$ cat src/rtl/addr_norm_pkg.sv
package addr_norm_pkg;
  parameter int unsigned ADDR_W = 64;
  localparam int unsigned IDX_W = $clog2(ADDR_W);
  localparam int unsigned WID_W = IDX_W + 1;

  typedef enum logic [1:0] {
    EXT_NONE = 2'd0,
    EXT_SIGN = 2'd1,
    EXT_ZERO = 2'd2
  } ext_mode_e;

  // unused bus codes fall back to full width
  function automatic logic [WID_W-1:0] bus_width(input logic [3:0] code);
    case (code)
      4'd0:    return WID_W'(32);
      4'd1:    return WID_W'(36);
      4'd2:    return WID_W'(40);
      4'd3:    return WID_W'(42);
      4'd4:    return WID_W'(44);
      4'd5:    return WID_W'(49);
      default: return WID_W'(ADDR_W);
    endcase
  endfunction

  // reserved width codes behave as 48 bits
  function automatic logic [WID_W-1:0] size_width(input logic [2:0] code);
    case (code)
      3'd0:    return WID_W'(32);
      3'd1:    return WID_W'(36);
      3'd2:    return WID_W'(40);
      3'd3:    return WID_W'(42);
      3'd4:    return WID_W'(44);
      default: return WID_W'(48);
    endcase
  endfunction

  function automatic logic [IDX_W-1:0] sign_pos(input logic [2:0] code);
    case (code)
      3'd0:    return IDX_W'(31);
      3'd1:    return IDX_W'(35);
      3'd2:    return IDX_W'(39);
      3'd3:    return IDX_W'(41);
      3'd4:    return IDX_W'(43);
      default: return IDX_W'(47);
    endcase
  endfunction
endpackage

$ cat src/rtl/addr_norm_ext_decode.sv
module addr_norm_ext_decode
  import addr_norm_pkg::*;
(
  input  logic [2:0]       sep_code_i,
  input  logic [3:0]       bus_code_i,
  output ext_mode_e        mode_o,
  output logic [IDX_W-1:0] keep_bit_o
);
  always_comb begin
    mode_o     = EXT_NONE;
    keep_bit_o = IDX_W'(ADDR_W - 1);
    if (sep_code_i[2:1] != 2'b11) begin
      mode_o     = EXT_SIGN;
      keep_bit_o = sign_pos(sep_code_i);
    end else begin
      // top position codes defer to the bus width
      case (bus_code_i)
        4'd5: begin
          mode_o     = EXT_SIGN;
          keep_bit_o = IDX_W'(48);
        end
        4'd0, 4'd1, 4'd2, 4'd3, 4'd4: begin
          mode_o     = EXT_ZERO;
          keep_bit_o = IDX_W'(bus_width(bus_code_i) - 1);
        end
        default: begin
          mode_o     = EXT_NONE;
          keep_bit_o = IDX_W'(ADDR_W - 1);
        end
      endcase
    end
  end
endmodule

$ cat src/rtl/addr_norm_extend.sv
module addr_norm_extend
  import addr_norm_pkg::*;
#(
  parameter int unsigned AW = ADDR_W,
  localparam int unsigned IW = $clog2(AW)
) (
  input  logic [AW-1:0] addr_i,
  input  ext_mode_e     mode_i,
  input  logic [IW-1:0] keep_bit_i,
  output logic [AW-1:0] addr_o,
  output logic          fault_o
);
  logic          fill;
  logic          active;
  logic [AW-1:0] above;

  assign active = (mode_i != EXT_NONE);
  assign fill   = (mode_i == EXT_SIGN) ? addr_i[keep_bit_i] : 1'b0;

  for (genvar i = 0; i < AW; i++) begin : g_bit
    assign above[i]  = IW'(i) > keep_bit_i;
    assign addr_o[i] = (active && above[i]) ? fill : addr_i[i];
  end

  assign fault_o = active && (|((addr_i ^ {AW{fill}}) & above));
endmodule

$ cat src/rtl/addr_norm_limit.sv
module addr_norm_limit
  import addr_norm_pkg::*;
#(
  parameter int unsigned AW = ADDR_W
) (
  input  logic [AW-1:0] addr_i,
  input  logic          bypass_i,
  input  logic [2:0]    oas_code_i,
  input  logic [2:0]    pa_code_i,
  output logic [AW-1:0] addr_o,
  output logic          fault_o
);
  logic [WID_W-1:0] out_w;
  logic [WID_W-1:0] pa_w;
  logic [AW-1:0]    out_keep;
  logic [AW-1:0]    pa_over;

  assign out_w = size_width(oas_code_i);
  assign pa_w  = size_width(pa_code_i);

  for (genvar i = 0; i < AW; i++) begin : g_mask
    assign out_keep[i] = WID_W'(i) < out_w;
    assign pa_over[i]  = WID_W'(i) >= pa_w;
  end

  // physical check sees the address before truncation
  assign fault_o = bypass_i && (|(addr_i & pa_over));
  assign addr_o  = bypass_i ? (addr_i & out_keep) : addr_i;
endmodule

$ cat src/rtl/addr_normalizer.sv
module addr_normalizer
  import addr_norm_pkg::*;
(
  input  logic          clk_i,
  input  logic          rst_ni,
  input  logic          in_valid_i,
  output logic          in_ready_o,
  input  logic [63:0]   addr_i,
  input  logic [3:0]    bus_code_i,
  input  logic [2:0]    sep_code_i,
  input  logic [2:0]    oas_code_i,
  input  logic [2:0]    pa_code_i,
  input  logic          bypass_i,
  output logic          out_valid_o,
  input  logic          out_ready_i,
  output logic [63:0]   addr_o,
  output logic          size_fault_o
);
  ext_mode_e        mode;
  logic [IDX_W-1:0] keep_bit;
  logic [63:0]      ext_addr;
  logic             ext_fault;
  logic [63:0]      lim_addr;
  logic             lim_fault;

  logic             valid_q;
  logic [63:0]      addr_q;
  logic             fault_q;

  addr_norm_ext_decode u_decode (
    .sep_code_i (sep_code_i),
    .bus_code_i (bus_code_i),
    .mode_o     (mode),
    .keep_bit_o (keep_bit)
  );

  addr_norm_extend #(.AW(64)) u_extend (
    .addr_i     (addr_i),
    .mode_i     (mode),
    .keep_bit_i (keep_bit),
    .addr_o     (ext_addr),
    .fault_o    (ext_fault)
  );

  addr_norm_limit #(.AW(64)) u_limit (
    .addr_i     (ext_addr),
    .bypass_i   (bypass_i),
    .oas_code_i (oas_code_i),
    .pa_code_i  (pa_code_i),
    .addr_o     (lim_addr),
    .fault_o    (lim_fault)
  );

  assign in_ready_o = !valid_q || out_ready_i;

  always_ff @(posedge clk_i or negedge rst_ni) begin
    if (!rst_ni) begin
      valid_q <= 1'b0;
      addr_q  <= '0;
      fault_q <= 1'b0;
    end else begin
      if (in_ready_o) valid_q <= in_valid_i;
      if (in_valid_i && in_ready_o) begin
        addr_q  <= lim_addr;
        fault_q <= ext_fault | lim_fault;
      end
    end
  end

  assign out_valid_o  = valid_q;
  assign addr_o       = addr_q;
  assign size_fault_o = fault_q;
endmodule

$ cat config.mk
export PLATFORM = sky130hd
export DESIGN_NAME = addr_normalizer
export DESIGN_NICKNAME = d
export VERILOG_FILES = /design/src/rtl/addr_norm_pkg.sv /design/src/rtl/addr_norm_ext_decode.sv /design/src/rtl/addr_norm_extend.sv /design/src/rtl/addr_norm_limit.sv /design/src/rtl/addr_normalizer.sv
export SDC_FILE = /design/constraint.sdc
export NUM_CORES = 1
export LEC_CHECK = 0
export BUFFER_PORTS_ARGS = -buffer_cell sky130_fd_sc_hd__buf_2
export CAP_MARGIN = 20
export CORE_MARGIN = 2
export CORE_UTILIZATION = 46
export CTS_CLUSTER_DIAMETER = 60
export DETAILED_ROUTE_END_ITERATION = 12
export PLACE_DENSITY = 0.78
export SYNTH_ARGS = -nofsm -noshare
export SYNTH_HDL_FRONTEND = slang
export SYNTH_SLANG_ARGS = --single-unit
$ cat constraint.sdc
create_clock -name clk_i -period 2.1 [get_ports clk_i]
set_input_delay 0.525 -clock clk_i [delete_from_list [all_inputs] [get_ports clk_i]]
set_output_delay 0.525 -clock clk_i [all_outputs]
set_load 0.05 [all_outputs]
==> results of run 1 <==
## what timing repair did
action                     in CTS  in global routing
gates resized for setup       108                  6
pin swaps                      51                  8
setup endpoints to repair      37                 37
setup buffers                  27                  0
## cells by family (layout without fill, tap and decap cells)
logic type               Yosys count  count (layout)  share of synthesized area
AND/OR/NAND/NOR                  232             232                      0.252
AO/OA/AOI/OAI                    177             177                      0.287
flip-flops                        66              66                      0.396
buffers and inverters             34             328                     0.0372
multiplexers                       8               8                     0.0204
XOR/XNOR                           2               2                    0.00420
adder cells (fa/ha/maj)            1               1                    0.00300
## placed cells by master (no fill, tap or decap), types with 3 or more instances in the layout
cell / netlist / layout
buf_2: 5 / 144
buf_6: 2 / 27
nand2_1: 135 / 116
nor4_1: 4 / 4
nand2b_1: 7 / 6
nor3_1: 17 / 10
clkbuf_8: 0 / 9
nand2_2: 1 / 18
clkinv_4: 0 / 3
buf_12: 0 / 3
a21o_1: 8 / 8
o31ai_1: 5 / 4
o221ai_1: 3 / 3
o21ai_2: 1 / 3
a21oi_1: 37 / 28
mux2i_1: 4 / 4
a22o_1: 23 / 23
nor2_1: 29 / 23
inv_1: 6 / 6
a211oi_2: 2 / 3
a21oi_2: 1 / 7
and2_1: 5 / 5
a31oi_1: 5 / 5
o211ai_1: 3 / 3
nand3_4: 0 / 4
nor2_4: 1 / 7
o21ai_1: 4 / 33
nand3_1: 9 / 5
o22ai_1: 6 / 6
o21a_1: 4 / 4
mux2_2: 3 / 3
dfrtp_1: 66 / 66
nor3_2: 0 / 6
o21ai_0: 51 / 18
a21oi_4: 0 / 3
or3_1: 6 / 5
buf_4: 1 / 130
## synth_stat cells, drive strengths merged, types with 6 or more instances
library cell,instances
nor3,17
buf,10
clkbuf,17
o31ai,6
o22ai,6
inv,7
nor2,31
a21o,8
nand2b,7
nand2,136
dfrtp,66
o21ai,56
a21oi,38
or3,6
a22o,23
nand3,9
## power breakdown
group	switching [W]	total [W]	internal, W
clock network	0.000589	0.00127	0.000681
registers	0.0000965	0.00155	0.00145
logic	0.00140	0.00213	0.000731
## how the worst max path moves through the flow
stage / slack [ns] / start / to / cells past startpoint
global placement: -1.93 / bus_code_i[3] / size_fault_o$_DFFE_PN0P_ / 16
global route: -1.44 / bus_code_i[3] / size_fault_o$_DFFE_PN0P_ / 14
finish: -1.34 / bus_code_i[3] / size_fault_o$_DFFE_PN0P_ / 14
CTS: -1.33 / bus_code_i[2] / size_fault_o$_DFFE_PN0P_ / 13
floorplan: -1.53 / bus_code_i[2] / size_fault_o$_DFFE_PN0P_ / 13
detailed placement: -1.93 / bus_code_i[3] / size_fault_o$_DFFE_PN0P_ / 16
## through the flow
stage | setup TNS, ns | total power, W | worst slack [ns] | hold slack (ns) | instance area [um2]
finish | -33.53 | 0.00495 | -1.34 | 0.175 | 6870
global route | -37.90 | 0.00514 | -1.44 | 0.222 | 6870
CTS | -33.90 | 0.00492 | -1.33 | 0.188 | 6850
detailed placement | -48.74 | 0.00346 | -1.93 | 0.458 | 6020
global placement | -44.50 | 0.00342 | -1.93 | 0.448 | 6020
floorplan | -33.74 | 0.00277 | -1.53 | 0.229 | 4310
## area by class of cell
cell class / instances / area, um2 / share of cell area
multi-input cells: 420 / 2750 / 0.400
repair buffers: 305 / 2080 / 0.302
flip-flops and latches: 66 / 1650 / 0.241
well taps: 108 / 135 / 0.0197
clock buffers: 9 / 124 / 0.0180
clock inverters: 7 / 103 / 0.0149
inverters: 7 / 31.3 / 0.00456
## metal layers
| layer | part of all wire | up-vias | wire length, um |
|---|---|---|---|
| met5 | 0 | - | 0 |
| met4 | 0.042 | 0 | 707 |
| met3 | 0.078 | 60 | 1320 |
| met2 | 0.48 | 300 | 8150 |
| met1 | 0.40 | 2530 | 6720 |
| li1 | - | 2468 | - |
## worst max-delay path: stages
cell       delay, ns
buf_6           0.10
and4bb_2        0.35
inv_6           0.05
ha_4            0.17
nor2_1          0.15
a21oi_2         0.11
a311o_1         0.43
o31ai_2         0.29
a21oi_1         0.09
a2111oi_2       0.36
buf_4           0.18
o221ai_1        0.10
or4b_1          0.49
o32a_1          0.29
## registers in the layout, summed over array words and instances (netlist names)
name,flops
addr_o,64
out_valid_o,1
size_fault_o,1
==> run metrics, run 1 <==
pwr dens 721 nW/um2; leakage power 3.38 nW; RSZ-0062 raised after global routing yes; clk_skew around 0.012 ns; Ys Warns 0; vias per cell 5.81; clk slew on worst S/H paths 0.09 ns; CTS buffer count 9; RD Place Congestion a little under 1; final wirelength between 15000 and 20000 um; synthesized area per cell 8.01 um2; achievable frequency 290 MHz; average wire per standard cell 18.3 um; grt ovf 0; required time worst endpoint 2.34 ns; maximum capacitance violations 0; ranking of synthesized cells by area dfrtp_1, nand2_1, o21ai_0; CP startpoint kind primary input; # port buffers about 150; Die W a little under 100 um; largest net degree at the start of global routing 67; Netlist cell types 70; met2 Track Usage GR 0.593; Initial Utilization 0.476; gr busiest metal met2; synthesized cell area 4170 um2; placed cell count 881; pin slew with the least headroom to its limit 0.524 ns; CTS tree done; ys flop type dfrtp_1; Worst R2R Path Depth 8; share of the synthesized area in the top cell type 0.396; Cell Rows 34; met3 usage 0.0471; hpwl dp 12400 um; hold buffer count at cts 0; period utilization 1.64; DR DRC count 0; Syn Inst Count 520; Seq/Total Area, Yosys 0.396; antenna violations before repair 0; router iterations before antenna repair 5; #FFs+latches synth 66; # diodes 0; worst path arrival time 3.68 ns; worst-case clock buffer depth 2; Die Y 99.2 um; max-slew violations 0; Fillers 624; H-tree depth 3; CP Capture Type flop; # clock sinks 66; minimum clock period roughly 3.4 ns; first-pass GRT wire length approximately 27000 um; failing checks setup timing; clock latency at the later pin of the worst-skew pair 0.36 ns; Post-synth EDFFs 0; layout cells sized above 1 0.498; asr flop ratio synth 1.00; CTS root buf clkbuf_8; Max-slew headroom 0.648; Placeable Area 8760 um2; Area Growth Syn to Fin 64.7%; worst vdd ir 0.434 mV; via count 5358; grt met1 use 0.432; DRT iter0 DRCs 390; nets@finish slightly below 900; CP Class primary input to flop; gr usage total 0.344; critical path peak fanout 6; vias in the first global route 5314; Synth area leader dfrtp_1; Syn Nets 603; Final Hold Viols 0; worst min-delay path class primary input to asynchronous set/reset pin; final core occ 0.783; status complete, but fails checks; die area 9840 um2; fin cells 922; Routed Antenna Nets 0; FF-to-FF Start out_valid_o$_DFFE_PN0N_; setup slack after layout -1.34 ns; RR Endpoint size_fault_o$_DFFE_PN0P_; I/O pins 149; setup violators final 37; Worst R2R Setup Slack around 0.080 ns
Power figures use the tool's default switching activity.
==> run 2: changes to the inputs <==
clock period = 3.1 ns   (was 2.1 ns; I/O delays follow)
==> run metrics, run 2 (synthesis results as in run 1) <==
status complete, but fails checks; failing checks setup timing; final core occ 0.712 (-0.0710); period utilization 1.19; worst-case clock buffer depth 2 (unchanged); Clk pwr share 0.259 (+0.002); Routed Antenna Nets 0 (unchanged); achievable frequency 272 MHz; layout cells sized above 1 0.437 (-0.0603); worst min-delay path class primary input to asynchronous set/reset pin; setup slack after layout -0.581 ns (+0.763 ns); # diodes 0 (unchanged); nets@finish 835 (-6.4%); CTS buffer count 9 (unchanged); grt ovf 0 (unchanged); gr usage total 0.315 (-0.0289); clock latency at the later pin of the worst-skew pair 0.34 ns (-0.02 ns); clk_skew 0.00849 ns (-0.00322 ns); number of flip-flops under the largest register name 64 (unchanged); via count 5037 (-6.0%); average wire per standard cell 18.3 um (-0.22%); required time worst endpoint 3.33 ns (+0.99 ns); vias per cell 5.82 (+0.20%); commonest non-fill, non-tap cells in the layout buf_2, nand2_1, buf_4; multi-input logic area 2620 um2 (-4.5%); RSZ-0062 raised after global routing yes; critical path peak fanout 7 (+1); minimum clock period between 3 and 4 ns; first-pass GRT wire length 24800 um (-7.8%); H-tree depth 3 (unchanged); Combinational Power Share 0.415 (-0.016); router iterations before antenna repair 5 (unchanged); Final Hold Viols 0 (unchanged); Area Growth Syn to Fin 49.8%; commonest non-fill, non-tap cell in the layout buf_2; Placeable Area 8760 um2 (unchanged); largest net degree at the start of global routing 67 (unchanged); share of power burned in registers 0.325 (+0.012); worst path arrival time 3.91 ns (+0.23 ns); pin slew with the least headroom to its limit 0.735 ns (+0.211 ns); RD Place Congestion 0.946 (-4.5%); Internal 0.00187 W (-35%); Die Y 99.2 um (unchanged); CP startpoint kind primary input; Switching Fraction 0.420 (-0.00186); vias in the first global route 4908 (-7.6%); final wirelength 15800 um (-6.4%); leakage power 3.03 nW (-10%); Die W 99.2 um (unchanged); setup violators final 28 (-24%); DR DRC count 0 (unchanged); placed cell count 837 (-5.0%); # port buffers 148 (unchanged); antenna violations before repair 0 (unchanged); CTS tree done; worst vdd ir 0.277 mV (-36%); CP Class primary input to flop; Max-slew headroom 0.508 (-0.140); maximum capacitance violations 0 (unchanged); I/O pins 149 (unchanged); Initial Utilization 0.476 (unchanged); Fillers 701 (+12%); CTS root buf clkbuf_8; # clock sinks 66 (unchanged); pwr dens 517 nW/um2 (-28%); clk slew on worst S/H paths 0.08 ns (about the same); fin cells 865 (-6.2%); P_sw 0.00135 W (-35%); CP Capture Type flop; die area 9840 um2 (unchanged); hold buffer count at cts 0 (unchanged); DRT iter0 DRCs 366 (-6.2%); hpwl dp 11900 um (-4.2%); storage element area 1650 um2 (unchanged); max-slew violations 0 (unchanged); Cell Rows 34 (unchanged)
-- run 2: changes by cell type in the layout (fill, tap and decap cells not counted), sizes merged --
cell / previous run / this run
clkinv: 4 / 3
inv: 8 / 9
buf: 305 / 248
-- run 2: critical path, cell delays in order --
cell      delay (ns)
buf_6           0.09
and4bb_2        0.27
inv_6           0.07
ha_4            0.18
or4b_4          0.48
and3_4          0.18
a21oi_4         0.18
a211oi_2        0.07
a211oi_2        0.31
o221a_4         0.30
buf_6           0.12
nand2_4         0.05
buf_6           0.14
o211ai_1        0.23
o21ai_0         0.13
o32a_1          0.34
-- run 2: final timing paths --
| check | startpoint | end | slack (ns) | cells past startpoint |
|---|---|---|---|---|
| worst min-delay path | rst_ni | addr_o[3]$_DFFE_PN0P_ | 0.34 | 1 |
| max in group asynchronous | rst_ni | addr_o[43]$_DFFE_PN0P_ | 2.04 | 2 |
| worst max-delay path | bus_code_i[3] | size_fault_o$_DFFE_PN0P_ | -0.58 | 16 |
| worst max register to register | out_valid_o$_DFFE_PN0N_ | size_fault_o$_DFFE_PN0P_ | 0.98 | 8 |
| min in group clk_i | addr_o[8]$_DFFE_PN0P_ | addr_o[8]$_DFFE_PN0P_ | 0.47 | 2 |
| worst min register to register | addr_o[8]$_DFFE_PN0P_ | addr_o[8]$_DFFE_PN0P_ | 0.47 | 2 |
-- run 2: cell type report --
| class | count | share of cell area |
|---|---|---|
| clock buffer | 9 | 0.0198 |
| clock inverter | 7 | 0.0160 |
| multi-input combinational | 420 | 0.420 |
| inverter | 7 | 0.00501 |
| tap | 108 | 0.0216 |
| timing repair buffer | 248 | 0.253 |
| sequential | 66 | 0.265 |
-- run 2: metrics by stage --
step / setup slack (ns) / hold WS (ns) / total power (W) / TNS (ns) / cell area (um2)
floorplan: -0.783 / 0.479 / 0.00186 / -8.82 / 4240
global placement: -1.08 / 0.453 / 0.00226 / -15.98 / 5630
detailed placement: -1.11 / 0.458 / 0.00228 / -19.42 / 5630
CTS: -0.570 / 0.343 / 0.00320 / -7.65 / 6140
global route: -0.712 / 0.355 / 0.00337 / -9.05 / 6240
finish: -0.581 / 0.339 / 0.00323 / -6.75 / 6240
-- run 2: repair_timing --
action	in CTS	in global routing
setup endpoints to repair	29	29
pin swaps	25	23
setup buffers	12	2
gates resized for setup	57	24
-- run 2: power by group through the flow --
stage	combinational (W)	sequential [W]	clock (W)
after floorplan	0.000364	0.00150	0
after global placement	0.00121	0.00106	0
after detailed placement	0.00122	0.00107	0
after CTS	0.00131	0.00105	0.000841
after global routing	0.00142	0.00106	0.000885
final	0.00134	0.00105	0.000837
-- run 2: per-layer routing --
metal  global-route usage  routed length [um]
met1                0.410                6400
met5                    0                   0
met2                0.517                7550
met4                0.135                 587
met3               0.0583                1280
